### config.mk
export PLATFORM = sky130hd
export DESIGN_NAME = wdog_safe_freq
export DESIGN_NICKNAME = d
export VERILOG_FILES = /design/src/rtl/wdog_pkg.sv /design/src/rtl/wdog_regs.sv /design/src/rtl/wdog_timer.sv /design/src/rtl/wdog_rst_pulse.sv /design/src/rtl/wdog_safe_freq.sv
export SDC_FILE = /design/constraint.sdc
export NUM_CORES = 1
export LEC_CHECK = 0
export BUFFER_PORTS_ARGS = -buffer_cell sky130_fd_sc_hd__buf_2
export CAP_MARGIN = 25
export CORE_UTILIZATION = 25
export CTS_CLUSTER_DIAMETER = 80
export DETAILED_ROUTE_END_ITERATION = 12
export HOLD_SLACK_MARGIN = 0.06
export SYNTH_ARGS = -nofsm -noshare
export SYNTH_HDL_FRONTEND = slang
export SYNTH_HIERARCHICAL = 1
export SYNTH_SLANG_ARGS = --single-unit
### constraint.sdc
create_clock -name clk_i -period 1.95 [get_ports clk_i]
set_clock_uncertainty 0.05 [all_clocks]
set_input_delay 0.2925 -clock clk_i [delete_from_list [all_inputs] [get_ports clk_i]]
set_output_delay 0.2925 -clock clk_i [all_outputs]
set_load 0.005 [all_outputs]
### src/rtl/wdog_pkg.sv
package wdog_pkg;
  localparam int unsigned SEL_W = 5;
  localparam logic [SEL_W-1:0] SAFE_RST = 5'b01111;

  // control register fields (bit2 mode, bit1 arm, bit0 alarm keep)
  typedef struct packed {
    logic mode;
    logic arm;
    logic keep;
  } ctl_t;
endpackage

### src/rtl/wdog_regs.sv
module wdog_regs
  import wdog_pkg::*;
#(
  parameter int unsigned CNT_W   = 8,
  parameter int unsigned CNT_RST = 8
) (
  input  logic             clk_i,
  input  logic             rst_ni,
  input  logic             cnt_we_i,
  input  logic [CNT_W-1:0] cnt_wdata_i,
  input  logic             ctl_we_i,
  input  ctl_t             ctl_wdata_i,
  input  logic             safe_we_i,
  input  logic [SEL_W-1:0] safe_wdata_i,
  input  logic             timeout_i,
  output logic [CNT_W-1:0] cnt_o,
  output logic             arm_o,
  output logic             mode_o,
  output logic [SEL_W-1:0] safe_o,
  output logic             alarm_o
);
  always_ff @(posedge clk_i or negedge rst_ni) begin
    if (!rst_ni) begin
      cnt_o   <= CNT_W'(CNT_RST);
      arm_o   <= 1'b0;
      mode_o  <= 1'b0;
      safe_o  <= SAFE_RST;
      alarm_o <= 1'b0;
    end else begin
      if (cnt_we_i)  cnt_o  <= cnt_wdata_i;
      if (safe_we_i) safe_o <= safe_wdata_i;
      if (ctl_we_i) begin
        arm_o  <= ctl_wdata_i.arm;
        mode_o <= ctl_wdata_i.mode;
      end
      // set wins over a clear in the same cycle
      if (timeout_i)                        alarm_o <= 1'b1;
      else if (ctl_we_i && !ctl_wdata_i.keep) alarm_o <= 1'b0;
    end
  end
endmodule

### src/rtl/wdog_timer.sv
module wdog_timer #(
  parameter int unsigned CNT_W = 8
) (
  input  logic             clk_i,
  input  logic             rst_ni,
  input  logic             active_i,
  input  logic             tick_i,
  input  logic             reload_i,
  input  logic [CNT_W-1:0] reload_val_i,
  input  logic [CNT_W-1:0] cnt_i,
  output logic             timeout_o
);
  logic [CNT_W-1:0] rem_q;

  assign timeout_o = active_i && tick_i && !reload_i && (rem_q <= CNT_W'(1));

  always_ff @(posedge clk_i or negedge rst_ni) begin
    if (!rst_ni)                rem_q <= '0;
    else if (reload_i)          rem_q <= reload_val_i;
    else if (!active_i)         rem_q <= cnt_i;
    else if (timeout_o)         rem_q <= cnt_i;
    else if (tick_i)            rem_q <= rem_q - CNT_W'(1);
  end
endmodule

### src/rtl/wdog_rst_pulse.sv
module wdog_rst_pulse #(
  parameter int unsigned RST_TICKS = 4
) (
  input  logic clk_i,
  input  logic rst_ni,
  input  logic fire_i,
  input  logic tick_i,
  output logic rst_no
);
  localparam int unsigned PW = $clog2(RST_TICKS + 1);
  logic [PW-1:0] left_q;

  always_ff @(posedge clk_i or negedge rst_ni) begin
    if (!rst_ni)                   left_q <= '0;
    else if (fire_i)               left_q <= PW'(RST_TICKS);
    else if (tick_i && left_q != 0) left_q <= left_q - PW'(1);
  end

  assign rst_no = (left_q == '0);
endmodule

### src/rtl/wdog_safe_freq.sv
module wdog_safe_freq
  import wdog_pkg::*;
#(
  parameter int unsigned CNT_W     = 8,
  parameter int unsigned CNT_RST   = 8,
  parameter int unsigned RST_TICKS = 4
) (
  input  logic             clk_i,
  input  logic             rst_ni,
  input  logic             tick_i,
  input  logic             cnt_we_i,
  input  logic [CNT_W-1:0] cnt_wdata_i,
  input  logic             ctl_we_i,
  input  logic [2:0]       ctl_wdata_i,
  input  logic             safe_we_i,
  input  logic [4:0]       safe_wdata_i,
  input  logic [4:0]       hw_sel_i,
  input  logic [4:0]       norm_sel_i,
  output logic [4:0]       freq_sel_o,
  output logic             alarm_o,
  output logic             rst_no
);
  logic [CNT_W-1:0] cnt_q;
  logic             arm_q, mode_q, alarm_q, timeout;
  logic [SEL_W-1:0] safe_q, safe_code;

  wdog_regs #(.CNT_W(CNT_W), .CNT_RST(CNT_RST)) u_regs (
    .clk_i, .rst_ni, .cnt_we_i, .cnt_wdata_i, .ctl_we_i,
    .ctl_wdata_i (ctl_t'(ctl_wdata_i)),
    .safe_we_i, .safe_wdata_i,
    .timeout_i (timeout),
    .cnt_o (cnt_q), .arm_o (arm_q), .mode_o (mode_q),
    .safe_o (safe_q), .alarm_o (alarm_q)
  );

  wdog_timer #(.CNT_W(CNT_W)) u_timer (
    .clk_i, .rst_ni,
    .active_i     (arm_q && !alarm_q),
    .tick_i,
    .reload_i     (cnt_we_i),
    .reload_val_i (cnt_wdata_i),
    .cnt_i        (cnt_q),
    .timeout_o    (timeout)
  );

  wdog_rst_pulse #(.RST_TICKS(RST_TICKS)) u_pulse (
    .clk_i, .rst_ni, .fire_i (timeout), .tick_i, .rst_no
  );

  assign safe_code  = mode_q ? safe_q : hw_sel_i;
  assign freq_sel_o = alarm_q ? safe_code : norm_sel_i;
  assign alarm_o    = alarm_q;
endmodule

==> run_results.csv, run 1 <==
group,metric,value,unit
run_status,status,"finished clean",
yosys,syn_nets,188,
sta,worst_hold_slack,187,ps
critical_path,cp-end-kind,"register",
floorplanning,fp-row-count,29,
clock_tree,clkTransAtPathRegs,100,ps
power,p_leak,0.936,nW
yosys,synth_area_per_cell,10.9,sq um
floorplanning,die_width,83.5,um
yosys,netlist_area,0.00166,sq mm
floorplanning,core,0.00639,sq mm
cells_and_area,nNetsFinal,235,
yosys,synthArstFlopShare,100,%
power,cellPowerDensity,760,mW/mm^2
cells_and_area,nFillCells,652,
sta,setup_violations,0,
floorplanning,dieArea,0.00698,sq mm
worst_hold_path,hp-class,"input pin to register",
global_routing,grt_antenna_before_repair,0,
global_routing,overflow,0,
sta,final-hold-violation-count,0,
worst_hold_path,hold_path.startpoint,"ctl_wdata_i[2]",
global_routing,grt_pass1_vias,1290,
yosys,ys_ff_latch,27,
critical_path,crit_chain,"inv_1 > ha_2 > or2_4 > and4_4 > or4b_1 > o31ai_1",
yosys,ys_top_cells_by_area,"dfrtp_1 33%, dfstp_2 7.9%, mux2_4 7.2%",
floorplanning,die_h,83.5,um
clock_tree,clock_latency,280,ps
global_routing,grt_pass1_wl,5920,um
clock_tree,clockBufferDepth,2,
detailed_routing,via_per_inst,4.73,
floorplanning,start_util,26.0,%
cells_and_area,multi_input_area,912,sq um
yosys,yosysUniqueCellTypes,48,
critical_path,slowest_stage,"or4b_1",
critical_path,r2r_slack,110,ps
global_routing,grtUsageTotal,10.5,%
yosys,synth_most_common_cell,"dfrtp_1",
detailed_routing,drcViolationCount,0,
critical_path,r2r_start,"u_timer/rem_q[0]",
yosys,syn_inst,152,
cells_and_area,drive_above_1_share,43.4,%
sta,min_period_over_period,94.5,%
place,hpwl,2630,um
place,dp_slack,108,ps
place,place_congestion,0.786,
detailed_routing,first_iter_violations,72,
cells_and_area,syn_to_final_growth,22.1,%
critical_path,slowest_delay,520,ps
critical_path,crit_start,"u_timer/rem_q[0]",
yosys,synth_top_area_cell,"dfrtp_1",
sta,tightest_slew,622,ps
cells_and_area,postLayoutCoreUtil,31.8,%
clock_tree,post-cts-setup-buffer-count,0,
yosys,ys_seq_area_share,41.0,%
detailed_routing,vias,1301,
critical_path,worstSetupPathType,"register to register",
clock_tree,hold_buffers,1,
detailed_routing,dr.pass1.iters,4,
critical_path,worstPathRequired,2090,ps
power,vdd.ir_drop.worst,0.378,mV
critical_path,start_kind,"register",
cells_and_area,seq_area,683,sq um
clock_tree,cts_buffers,3,
sta,clock.fmax,542,MHz
critical_path,path_max_fanout,11,
sta,min_period,1840,ps
job,drv_cap,0,
sta,final.setup.tns,0,ps
yosys,synth_edf_count,0,
sta,rsz0062_at_grt,"false",
detailed_routing,finalWirelength,3480,um
place,io_buffers,38,
sta,slew_violations,0,
clock_tree,cts_resized,0,
clock_tree,clock-root-buffer,"clkbuf_8",
clock_tree,htree_levels,1,
global_routing,grt_max_degree,28,
critical_path,critPathArrivalTime,1990,ps
yosys,synth_common_cells,"22 x dfrtp_1, 13 x nor2_1, 10 x a21oi_1",
yosys,synth_top_area_share,33.1,%
yosys,synth-main-ff-cell,"dfrtp_1",
clock_tree,clock_sinks,27,
clock_tree,cts_tree,"yes",
floorplanning,ios,39,
sta,timing.final.ws_setup,107,ps
cells_and_area,diodes,0,
sta,slew_headroom,58.5,%
detailed_routing,post_drt_wl_per_cell,12.7,um
yosys,ys_warn_count,6,
detailed_routing,ant_nets,0,
critical path: cells and delay by family (launching register included):
| family | cells | cell delay [ps] |
|---|---|---|
| AO/OA/AOI/OAI | 1 | 80 |
| AND/OR/NAND/NOR | 3 | 1010 |
| flip-flops | 1 | 380 |
| adder cells (fa/ha/maj) | 1 | 190 |
| buffers and inverters | 1 | 50 |
per-layer routing:
metal  vias to the layer above  part of all wire [%]  GRT usage [%]
li1                        640                     -              -
met1                       601                    48           13.9
met2                        56                    44           17.3
met3                         4                   8.2           2.87
met4                         0                  0.55           2.31
met5                         -                     0              0
registers in the layout, summed over array words and instances, names as in the netlist:
name and cells:
u_timer/rem_q 8, u_regs/cnt_o 8, u_pulse/left_q 3, u_regs/mode_o 1, u_regs/alarm_o 1, u_regs/safe_o 5
u_regs/arm_o 1
placed cells by master, fill, tap and decap left out, types with 2 or more instances in the layout:
master / netlist / routed
a21o_1: 2 / 2
a21oi_1: 10 / 10
a31oi_1: 2 / 2
and2b_4: 2 / 2
buf_2: 1 / 38
buf_4: 1 / 9
clkbuf_8: 0 / 3
dfrtp_1: 22 / 21
dfstp_2: 5 / 5
ha_1: 4 / 3
inv_1: 6 / 6
mux2_2: 7 / 7
mux2_4: 8 / 8
mux2i_1: 9 / 9
nand2_1: 8 / 8
nand2b_1: 6 / 6
nand3_1: 4 / 4
nor2_1: 13 / 13
nor2b_1: 2 / 2
nor3_1: 2 / 2
o21ai_0: 2 / 2
o22ai_1: 2 / 2
o31ai_1: 2 / 2
or2_2: 3 / 2
or4_1: 2 / 2
xnor2_1: 2 / 2
through the flow:
stage               area [sq um]  cells  power, mW
floorplan                   1670    152       1.09
global placement            1970    270       1.22
detailed placement          1970    270       1.23
CTS                         2030    275       1.57
global route                2030    275       1.66
finish                      2030    275       1.54
final cells by class:
type | count | area share, %
clock inverters | 1 | 0.247
clock buffers | 3 | 2.04
well taps | 77 | 4.75
multi-input cells | 113 | 45.0
inverters | 6 | 1.11
flip-flops and latches | 27 | 33.7
repair buffers | 48 | 13.2
report_power, final:
group          switching (mW)  internal, mW  total [mW]
clock                   0.179         0.143       0.323
combinational           0.211         0.277       0.489
sequential             0.0727         0.658       0.730
total                   0.464          1.08        1.54
kinds of logic (layout without fill, tap and decap cells):
| logic type | Yosys count | count (layout) | synth area share, % |
|---|---|---|---|
| DFF | 27 | 27 | 41.0 |
| buffers and inverters | 12 | 58 | 4.37 |
| adders and majority gates | 4 | 4 | 3.01 |
| muxes | 25 | 25 | 18.1 |
| xor gates and xnor gates | 3 | 3 | 1.58 |
| AOI/OAI and AO/OA | 30 | 30 | 12.7 |
| and+or+nand+nor | 51 | 51 | 19.2 |
worst paths after layout:
check / end / cells past startpoint
worst max-delay path: u_pulse/left_q[1] / 6
worst min-delay path: u_regs/mode_o / 2
worst max register to register: u_pulse/left_q[1] / 6
worst min register to register: u_regs/safe_o[4] / 1
max in group asynchronous: u_timer/rem_q[0] / 2
min in group asynchronous: u_pulse/left_q[2] / 2
(Power assumes the default switching activity.)
==> inputs of run 2 (changes only) <==
--- a/config.mk
+++ b/config.mk
@@ -7,10 +7,14 @@
 export LEC_CHECK = 0
 export BUFFER_PORTS_ARGS = -buffer_cell sky130_fd_sc_hd__buf_2
 export CAP_MARGIN = 25
+export CELL_PAD_IN_SITES_DETAIL_PLACEMENT = 0
+export CELL_PAD_IN_SITES_GLOBAL_PLACEMENT = 1
 export CORE_UTILIZATION = 25
 export CTS_CLUSTER_DIAMETER = 80
+export CTS_CLUSTER_SIZE = 30
 export DETAILED_ROUTE_END_ITERATION = 12
 export HOLD_SLACK_MARGIN = 0.06
+export PLACE_DENSITY_LB_ADDON = 0.1
 export SYNTH_ARGS = -nofsm -noshare
 export SYNTH_HDL_FRONTEND = slang
 export SYNTH_HIERARCHICAL = 1
==> run 2 against run 1 <==
Effect of this change:
- sequential cell count stayed put
- non-clock buffer count rose by 3
- hold slack lost 7.0 ps
- first-iteration DRC count fell by 56%
- register-to-register slack about the same
- routed wire length up 17%
- via count up 0.46%
- critical endpoint unchanged
==> run_results.csv, run 2 (synthesized netlist as in run 1, its figures left out) <==
group,metric,value,unit
floorplanning,die_h,83.5,um
sta,min_period,1850,ps
sta,min_period_over_period,94.7,%
critical_path,cpLargestDelayFamily,"simple AND/OR/NAND/NOR gates",
clock_tree,htree_levels,1,
clock_tree,post-cts-setup-buffer-count,0,
floorplanning,dieArea,0.00698,sq mm
detailed_routing,finalWirelength,4060,um
detailed_routing,vias,1307,
detailed_routing,drcViolationCount,0,
floorplanning,die_width,83.5,um
clock_tree,clockBufferDepth,2,
critical_path,path_buf_inv,1,
detailed_routing,dr.pass1.iters,4,
cells_and_area,drive_above_1_share,44.8,%
run_status,status,"finished clean",
clock_tree,clock-root-buffer,"clkbuf_8",
place,hpwl,3130,um
critical_path,crit_chain,"inv_1 > ha_2 > or2_4 > and4_4 > or4b_1 > o31ai_1",
floorplanning,core,0.00639,sq mm
sta,setup_violations,0,
power,p_leak,0.951,nW
floorplanning,start_util,26.0,%
sta,clock.fmax,541,MHz
critical_path,path_max_fanout,9,
power,p_total,1.58,mW
cells_and_area,syn_to_final_growth,23.6,%
global_routing,grt_pass1_wl,6930,um
floorplanning,fp-row-count,29,
clock_tree,cts_buffers,3,
detailed_routing,ant_nets,0,
sta,final-hold-violation-count,0,
cells_and_area,reg_top3,"u_regs/cnt_o x8, u_timer/rem_q x8, u_regs/safe_o x5",
global_routing,grt_pass1_vias,1425,
clock_tree,clock_latency,280,ps
sta,rsz0062_at_grt,"false",
power,cellPowerDensity,769,mW/mm^2
power,vdd.ir_drop.worst,0.276,mV
critical_path,slowest_stage,"or4b_1",
detailed_routing,post_drt_wl_per_cell,14.6,um
global_routing,grt_max_degree,28,
critical_path,worstSetupPathType,"register to register",
global_routing,grt_antenna_before_repair,0,
clock_tree,cts_tree,"yes",
critical_path,critPathArrivalTime,2000,ps
sta,slew_headroom,56.5,%
global_routing,grtUsageTotal,12.7,%
clock_tree,clock_sinks,27,
cells_and_area,nNetsFinal,238,
critical_path,slowest_delay,530,ps
critical_path,cp-end-kind,"register",
detailed_routing,first_iter_violations,32,
sta,final.setup.tns,0,ps
sta,tightest_slew,653,ps
sta,slew_violations,0,
critical_path,start_kind,"register",
floorplanning,ios,39,
place,io_buffers,38,
global_routing,overflow,0,
cells_and_area,mostFrequentLayoutCells,"38 x buf_2, 21 x dfrtp_1, 12 x nor2_1, 12 x buf_4, 10 x a21oi_1",
worst_hold_path,hp-class,"input pin to register",
cells_and_area,final_common_cell,"buf_2",
clock_tree,clkTransAtPathRegs,110,ps
cells_and_area,diodes,0,
critical_path,worstPathRequired,2100,ps
place,place_congestion,0.793,
job,drv_cap,0,
detailed_routing,via_per_inst,4.70,
run 2: cell count changes in the layout (fill, tap and decap cells not counted):
cell,before,now
nor2_1,13,12
nor2_2,0,1
buf_4,9,12
run 2: cell type report:
cell class	count	area, sq um
fillers	666	4330
multi-input cells	113	915
flip-flops and latches	27	683
repair buffers	51	290
well taps	77	96.3
clock buffers	3	41.3
inverters	6	22.5
clock inverters	1	5.00
run 2: final timing paths:
check	startpoint	endpoint	slack [ps]	cells past startpoint
min	safe_wdata_i[2]	u_regs/safe_o[2]	180	2
min in group asynchronous	rst_ni	u_timer/rem_q[7]	510	2
min reg2reg	u_regs/safe_o[4]	u_regs/safe_o[4]	470	1
max in group asynchronous	rst_ni	u_timer/rem_q[0]	870	2
max reg2reg	u_timer/rem_q[0]	u_pulse/left_q[1]	100	6
max	u_timer/rem_q[0]	u_pulse/left_q[1]	100	6
run 2: metrics by stage:
step                area, sq um  worst slack (ps)  hold slack (ps)  utilization (%)  cells
floorplan                  1670              20.7            -53.1                -    152
global placement           1990               140              307             31.2    273
detailed placement         1990               113              318             31.2    273
CTS                        2050              98.5              176             32.1    278
global route               2050              17.3              184             32.2    278
finish                     2050               103              180             32.2    278
run 2: power by group:
group | leakage, nW | internal, mW | switching (mW) | total, mW
Sequential | 0.311 | 0.658 | 0.0754 | 0.733
Combinational | 0.614 | 0.285 | 0.223 | 0.507
Clock | 0.0255 | 0.144 | 0.195 | 0.339
run 2: repair_timing:
| item | in CTS | in global routing |
|---|---|---|
| resized for setup | 0 | 1 |
| endpoints found under the setup margin | 0 | 1 |
| hold endpoints to repair | 22 | 0 |
| hold buffers | 1 | 0 |
run 2: metal layers:
layer  global-route usage [%]  vias to the layer above  wire (um)
li1                         -                      649          -
met2                     21.8                       37       1970
met1                     15.9                      617       1860
met5                        0                        -          0
met3                     2.47                        4        184
met4                     4.31                        0         47
